===== src/rtl/cursor_overlay.sv =====
module cursor_overlay #(
  parameter int CW = 12,
  parameter int CSIZE = 64,
  parameter int LANES = 5,
  parameter int SKEW_1 = 37,
  parameter int SKEW_4 = 52,
  parameter int SKEW_5 = 57,
  parameter int VSKEW = 32,
  localparam int CB = $clog2(CSIZE),
  localparam int AW = 2 * CB - 3
) (
  input  logic                 clk,
  input  logic                 rst_n,
  input  logic [6:0]           cmd,
  input  logic [CW-1:0]        pix_x,
  input  logic [CW-1:0]        line_y,
  input  logic [CW-1:0]        cur_x,
  input  logic [CW-1:0]        cur_y,
  input  logic [CW-1:0]        win_x,
  input  logic [CW-1:0]        win_y,
  input  logic [CW-1:0]        win_w,
  input  logic [CW-1:0]        win_h,
  output logic [AW-1:0]        mem_addr_a,
  input  logic [15:0]          mem_data_a,
  output logic [AW-1:0]        mem_addr_b,
  input  logic [15:0]          mem_data_b,
  output logic [2*LANES-1:0]   ovl
);
  localparam int WB = CB - 3;

  logic [1:0]    mux;
  logic [CW-1:0] skew;
  logic [2:0]    nlanes;
  logic [CW-1:0] d0, row, hx, vy, dy, wx0, wy0;
  logic [CW-1:0] half;
  logic          row_in, on_h, win_y_ok;
  logic          or_q;

  assign mux = cmd[3:2];

  always_comb begin
    case (mux)
      2'b01:   begin skew = CW'(SKEW_4); nlanes = 3'd4; end
      2'b10:   begin skew = CW'(SKEW_5); nlanes = 3'd5; end
      default: begin skew = CW'(SKEW_1); nlanes = 3'd1; end
    endcase
  end

  assign half     = CW'(cmd[1:0]);
  assign d0       = pix_x + skew - cur_x;
  assign row      = line_y + CW'(VSKEW) - cur_y;
  assign row_in   = row < CW'(CSIZE);
  assign hx       = cur_x - skew;
  assign vy       = cur_y - CW'(VSKEW);
  assign dy       = line_y - vy;
  assign on_h     = (dy <= half) || ((CW'(0) - dy) <= half);
  assign wx0      = win_x - skew;
  assign wy0      = win_y - CW'(VSKEW);
  assign win_y_ok = (line_y - wy0) < win_h;

  assign mem_addr_a = {row[CB-1:0], d0[CB-1:3]};
  assign mem_addr_b = {row[CB-1:0], d0[CB-1:3] + WB'(1)};

  always_ff @(posedge clk or negedge rst_n)
    if (!rst_n) or_q <= 1'b0;
    else        or_q <= cmd[4];

  for (genvar k = 0; k < LANES; k++) begin : g_lane
    logic [CW-1:0] px, col, dx;
    logic [3:0]    sub;
    logic          on_v, win_ok, act;
    logic          cur_q, xh_q, selb_q;
    logic [2:0]    bit_q;
    logic [15:0]   word;
    logic [1:0]    cv, xv, q;

    assign px     = pix_x + CW'(k);
    assign col    = d0 + CW'(k);
    assign dx     = px - hx;
    assign on_v   = (dx <= half) || ((CW'(0) - dx) <= half);
    assign win_ok = ((px - wx0) < win_w) && win_y_ok;
    assign act    = 3'(k) < nlanes;
    assign sub    = {1'b0, d0[2:0]} + 4'(k);

    always_ff @(posedge clk or negedge rst_n)
      if (!rst_n) begin
        cur_q  <= 1'b0;
        xh_q   <= 1'b0;
        selb_q <= 1'b0;
        bit_q  <= 3'd0;
      end else begin
        cur_q  <= act && cmd[6] && row_in && (col < CW'(CSIZE));
        xh_q   <= act && cmd[5] && win_ok && (on_v || on_h);
        selb_q <= sub[3];
        bit_q  <= sub[2:0];
      end

    assign word = selb_q ? mem_data_b : mem_data_a;
    assign cv   = cur_q ? {word[4'd15 - {1'b0, bit_q}], word[4'd7 - {1'b0, bit_q}]} : 2'b00;
    assign xv   = {2{xh_q}};

    always_ff @(posedge clk or negedge rst_n)
      if (!rst_n) q <= 2'b00;
      else        q <= or_q ? (cv | xv) : (cv ^ xv);

    assign ovl[2*k +: 2] = q;
  end
endmodule



===== config.mk =====
export PLATFORM = sky130hd
export DESIGN_NAME = cursor_overlay
export DESIGN_NICKNAME = d
export VERILOG_FILES = /design/src/rtl/cursor_overlay.sv
export SDC_FILE = /design/constraint.sdc
export NUM_CORES = 1
export LEC_CHECK = 0
export ABC_AREA = 1
export BUFFER_PORTS_ARGS = -buffer_cell sky130_fd_sc_hd__buf_2
export CELL_PAD_IN_SITES_DETAIL_PLACEMENT = 1
export CELL_PAD_IN_SITES_GLOBAL_PLACEMENT = 2
export CORE_MARGIN = 2
export CORE_UTILIZATION = 30
export DETAILED_ROUTE_END_ITERATION = 12
export GPL_TIMING_DRIVEN = 0
export HOLD_SLACK_MARGIN = 0.08
export PLACE_DENSITY_LB_ADDON = 0.1
export RECOVER_POWER = 50
export SYNTH_ARGS = -nofsm -noshare
export SYNTH_HDL_FRONTEND = slang
export SYNTH_SLANG_ARGS = --single-unit

===== constraint.sdc =====
create_clock -name clk -period 2.3 [get_ports clk]
set_input_delay 0.23 -clock clk [delete_from_list [all_inputs] [get_ports clk]]
set_output_delay 0.23 -clock clk [all_outputs]
set_load 0.1 [all_outputs]

-- Yosys cells after proc, flatten, opt, wreduce, memory -nomap -nowiden
Cells that the tools add are included.
- logic and storage cells: 207
- register bits after elaboration: 40
- output and inout bits: 28
- input port bits: 137
- bitwise operators: 10
- $add $sub $neg: 49
- reduce and logical (&&, ||, !) cells: 46
- equality and inequality tests: 2
- mux-type cells: 36
- order comparisons: 39
- operators by type and width (cell ; count):
    subtractor 12 bit ; 16
    less-or-equal comparator 12 x 2 -> 1 bit ; 12
    < comparator 12 bit ; 6
    < comparator 12 x 7 -> 1 bit (second input constant) ; 6
    subtractor 1 x 12 -> 12 bit (first input constant) ; 6
    2-to-1 mux 16 bit ; 4
    < comparator 4 x 5 -> 1 bit (second input constant) ; 10
    adder 12 x 2 -> 12 bit (second input constant) ; 4
    binary-select mux 1 bit (select 4 bit) ; 10
    logical AND 1 bit ; 35
    adder 12 x 1 -> 12 bit (second input constant) ; 2
    adder 12 x 3 -> 12 bit (second input constant) ; 2
    subtractor 12 x 6 -> 12 bit (second input constant) ; 2
    2-to-1 mux 2 bit ; 10
    subtractor 3 x 3 -> 4 bit (first input constant) ; 5
    subtractor 4 x 3 -> 4 bit (first input constant) ; 5
    adder 12 bit ; 1
    adder 12 x 6 -> 12 bit (second input constant) ; 1
    logical OR 1 bit ; 11
    2-to-1 mux 1 bit ; 10
    bitwise OR 2 bit ; 5
    one-hot mux 5 bit (2 select lines) ; 1
    XOR 2 bit ; 5
    adder 3 x 2 -> 4 bit (second input constant) ; 2
    other kinds (9) ; 11

-- Depth between registers and ports, before layout
- depth after elaboration: 9
- depth in mapped cells: 29
- mapped depth without buffers: 29

-- Worst setup path after synthesis
OpenSTA, ideal clock, no wires.
- kind: input to register
- start: in cur_y[3]
- end: reg g_lane[1].xh_q
- required time: 2.222 ns
- setup time: 0.078 ns
- buffers on the path: 0
- stages: 17
- data arrival time: 3.859 ns
- setup slack: -1.637 ns
- cell sequence: inv_1 -> ha_1 -> ha_1 -> a21oi_1 -> nand2_1 -> xor2_1 -> xor2_1 -> nor2_1 -> nand2_1 -> nor2_1 -> nand3_1 -> nor2_1 -> nand4_1 -> o21ai_1 -> inv_1 -> and2_1 -> a21oi_1
- word-level cells in the longest chain between the ends: 7
- elaborated cells on any way between the ends: 8
- classes of those cells: add/sub (3); order compare (2); reduce/logical (3)
- ends and longest elaborated chain (what ; RTL line ; RTL):
    start: declaration ; 18 ; input logic [CW-1:0] cur_y,
    subtractor 12 x 6 -> 12 bit (*) ; 54 ; assign vy = cur_y - CW'(VSKEW);
    subtractor 12 bit (*) ; 55 ; assign dy = line_y - vy;
    subtractor 1 x 12 -> 12 bit ; 56 ; assign on_h = (dy <= half) || ((CW'(0) - dy) <= half);
    less-or-equal comparator 12 x 2 -> 1 bit ; 56 ;
    logical OR 1 bit (*) ; 56 ;
    logical OR 1 bit (*) ; 93 ; xh_q <= act && cmd[5] && win_ok && (on_v || on_h);
    logical AND 1 bit (*) ; 93 ;
    end signal: assignment ; 93 ;
    end: declaration ; 72 ; logic cur_q, xh_q, selb_q;
Mark *: on every way between the ends. The rest lies on a longest branch, timed or not.

-- Final worst setup path
- start: in cmd[2]
- end: reg g_lane[3].xh_q
- word-level cells in the longest chain between the ends: 9
- elaborated cells on any way between the ends: 19
- classes of those cells: add/sub (5); order compare (4); eq/ne (2); mux (2); reduce/logical (6)
- ends and longest elaborated chain (what ; RTL line ; RTL):
    start: declaration ; 14 ; input logic [6:0] cmd,
    == test 2 bit / == test 2 x 1 -> 1 bit (equally long branches) ; 42 ; case (mux)
    one-hot mux 5 bit (2 select lines) ; 42 ;
    subtractor 12 bit ; 53 ; assign hx = cur_x - skew;
    subtractor 12 bit ; 79 ; assign dx = px - hx;
    subtractor 1 x 12 -> 12 bit ; 80 ; assign on_v = (dx <= half) || ((CW'(0) - dx) <= half);
    less-or-equal comparator 12 x 2 -> 1 bit ; 80 ;
    logical OR 1 bit ; 80 ;
    logical OR 1 bit ; 93 ;
    logical AND 1 bit (*) ; 93 ;
    end signal: assignment ; 93 ;
    end: declaration ; 72 ;
Marks and branches as above.

==> impl_metrics.csv <==
group,metric,value,unit
routing,wirelength,57500,um
worst_setup_path,arrival,4.09,ns
worst_setup_path,path_class,"input pin to register",
finish,drive_gt1_frac,0.238,
routing,avgViaCountPerCell,4.94,
logic_synthesis,synth_top_flop_cell,"dfrtp_1",
sta,finalSetupViolations,16,
placed_design,port_buffers,163,
clock_network,cts_num_sinks,35,
logic_synthesis,ys_ff_latch,35,
worst_setup_path,startpoint_type,"input pin",
worst_setup_path,cp_slowest_stage_delay,0.31,ns
routing,wl_met1,27700,um
routing,vias,15500,
placed_design,dp_hpwl,49200,um
logic_synthesis,syn-mean-instance-area,6.21,sq um
logic_synthesis,ys_warn_count,0,
logic_synthesis,seq_area_frac_synth,0.0620,
finish,layout_common_cells,"nand2_1 (479), inv_1 (374), ha_1 (219)",
worst_setup_path,critPathSlowestCell,"ha_4",
placed_design,place_inst,3044,
routing,dr.pass1.iters,5,
finish,area_growth,32.5,%
routing,first_iter_violations,725,
routing,wl_met2,27600,um
die,fp.dieW,221,um
logic_synthesis,synth_nets,2687,
clock_network,htreeDepth,2,
grt,grt_overflow,0,
clock_network,cts.path.max_buffers,2,
sta,drv_slew,0,
run_status,violations,"negative setup slack",
placed_design,gp_congestion,0.886,
grt,grtUsageTotal,0.230,
die,rows,79,
routing,routed-wl-met3,1550,um
routing,routedWlPerCell,18.3,um
sta,relSlewSlack,0.214,
sta,rsz0062_at_grt,"yes",
sta,min_period,3.90,ns
min_path,min_path_type,"input pin to register",
sta,tightest_slew,1.18,ns
die,fp.dieH,221,um
grt,grt_pass1_vias,15800,
logic_synthesis,ys_async_sr_fraction,1.00,
worst_setup_path,crit_fanout,4,
routing,top_layer,"met4",
clock_network,clk_latency,0.28,ns
sta,layout_setup_ws,-1.60,ns
pwr,p_leak,0.00967,uW
clock_network,cts_made_buffers,5,
die,ioPinCount,165,
logic_synthesis,synth_area,0.0141,sq mm
grt,antenna_found_initial,1,
pwr,power_density,673,mW/mm^2
finish,fin_util,0.402,
clock_network,clkTransAtPathRegs,0.05,ns
worst_setup_path,worst_ep_required_time,2.49,ns
run_status,outcome,"finished, violations left",
clock_network,root_buffer,"clkbuf_16",
sta,fmax,257,MHz
sta,period_share,1.69,
die,fp.coreArea,0.0466,sq mm
finish,fillers,6016,
logic_synthesis,synthCells,2274,
finish,nets,2949,
die,die_area,0.0489,sq mm
routing,ant_nets,0,
finish,fin_cells,3145,
logic_synthesis,synth.distinct_cells,57,
clock_network,cts_tree,"done",
sta,final_hold_viol_count,0,
grt,grt_pass1_wl,89300,um
routing,drt_drc_violations_left,0,
finish,final_common_cell,"nand2_1",
worst_setup_path,crit_top_cell,"a21oi_2",
worst_setup_path,endpoint_kind,"register",
die,initial_core_util,0.304,
grt,grt_max_degree,36,
sta,finClkSkew,0.00241,ns
logic_synthesis,synth_edf_count,0,
flow_run,maxCapViolCount,0,
pwr,vdd_drop_max,0.604,mV
==> cells in the mapped netlist (5+ instances only) <==
| cell type | instances | area [sq um] |
|---|---|---|
| o21ai_1 | 10 | 50.1 |
| mux2_2 | 5 | 56.3 |
| o22ai_1 | 8 | 50.1 |
| nand3_1 | 156 | 781 |
| nand3_2 | 11 | 110 |
| o21ai_0 | 113 | 566 |
| nand2_4 | 6 | 67.6 |
| nand3b_1 | 15 | 113 |
| o211ai_1 | 19 | 143 |
| nor3_1 | 17 | 85.1 |
| nand2_1 | 512 | 1920 |
| inv_1 | 406 | 1520 |
| xor2_1 | 101 | 885 |
| ha_1 | 260 | 3250 |
| a31oi_1 | 8 | 50.1 |
| nand2_2 | 23 | 144 |
| dfrtp_1 | 35 | 876 |
| a21o_1 | 12 | 90.1 |
| inv_2 | 13 | 48.8 |
| nand4_1 | 34 | 213 |
| xnor2_1 | 54 | 473 |
| nor2_1 | 153 | 574 |
| fa_1 | 16 | 320 |
| buf_4 | 9 | 67.6 |
| o21bai_1 | 17 | 128 |
| a21oi_1 | 174 | 871 |
| and2_1 | 5 | 31.3 |
| clkbuf_1 | 20 | 75.1 |
==> metal layers <==
| layer | vias up | GRT usage |
|---|---|---|
| li1 | 7916 | - |
| met1 | 7404 | 0.319 |
| met2 | 193 | 0.402 |
| met3 | 27 | 0.0142 |
| met4 | 0 | 0.0279 |
| met5 | - | 0 |
==> per-stage QoR <==
stage / total power (uW) / worst slack, ns / hold slack (ns) / cell area [sq um] / setup TNS, ns
2_1_floorplan: 7660 / -1.25 / -0.0656 / 14600 / -10.20
3_3_place_gp: 9700 / -2.98 / 0.341 / 16200 / -40.09
3_5_place_dp: 9920 / -3.02 / 0.343 / 16200 / -40.40
4_1_cts: 12000 / -1.61 / 0.345 / 18000 / -14.99
5_1_grt: 13900 / -1.79 / 0.285 / 18700 / -17.94
6_report: 12600 / -1.60 / 0.300 / 18700 / -15.63
==> sequential cells by signal (all words and copies together) (netlist names) <==
register / cells
g_lane.bit_q: 11
g_lane.cur_q: 5
g_lane.q: 10
g_lane.selb_q: 3
g_lane.xh_q: 5
or_q: 1
==> critical path, delay by kind of cell <==
| kind | cells | cell delay (ns) |
|---|---|---|
| AO/OA/AOI/OAI | 9 | 1.47 |
| AND/OR/NAND/NOR | 5 | 0.51 |
| buffers and inverters | 5 | 0.44 |
| adder cells (fa/ha/maj) | 4 | 1.02 |
| XOR/XNOR | 2 | 0.43 |
==> final cells by class <==
type,instances,area [sq um],area share
Inverter,421,1650,0.0883
Timing Repair Buffer,261,1900,0.102
Sequential cell,35,877,0.0468
Tap cell,607,759,0.0406
Antenna cell,1,2.50,0.000134
Multi-Input combinational cell,1788,13200,0.704
Buffer,24,184,0.00982
Clock buffer,8,156,0.00835
==> worst paths after layout <==
| kind | from | to | slack, ns | cells after the start |
|---|---|---|---|---|
| hold reg to reg | g_lane[2].xh_q$_DFF_PN0_ | g_lane[2].q[0]$_DFF_PN0_ | 0.70 | 3 |
| max in group asynchronous | rst_n | g_lane[4].bit_q[0]$_DFF_PN0_ | 1.03 | 2 |
| setup / recovery | cmd[2] | g_lane[3].xh_q$_DFF_PN0_ | -1.60 | 25 |
| setup reg to reg | g_lane[4].bit_q[0]$_DFF_PN0_ | g_lane[2].q[0]$_DFF_PN0_ | 0.14 | 8 |
| min in group asynchronous | rst_n | g_lane[3].selb_q$_DFF_PN0_ | 0.63 | 2 |
| hold / removal | cmd[5] | g_lane[4].xh_q$_DFF_PN0_ | 0.30 | 3 |
==> cell families (layout without fill, tap and decap cells) <==
| group | Yosys count | after routing | share of synthesized area |
|---|---|---|---|
| other | 0 | 1 | 0 |
| DFF | 35 | 35 | 0.0620 |
| xor gates and xnor gates | 160 | 160 | 0.103 |
| AOI/OAI and AO/OA | 390 | 390 | 0.155 |
| buffers and inverters | 451 | 714 | 0.122 |
| and+or+nand+nor | 957 | 957 | 0.301 |
| muxes | 5 | 5 | 0.00398 |
| adders and majority gates | 276 | 276 | 0.253 |
==> what timing repair did <==
item	CTS	global route
hold endpoints to repair	4	0
gates resized for setup	243	115
pin swaps	84	65
setup buffers	61	37
hold buffers	2	0
endpoints found under the setup margin	37	30
gates cloned	0	0
==> power by group <==
part	switching [uW]	internal, uW	total [uW]
clock	242	461	703
sequential	130	697	827
combinational	6750	4320	11100
total	7120	5480	12600
(Power assumes the default switching activity.)
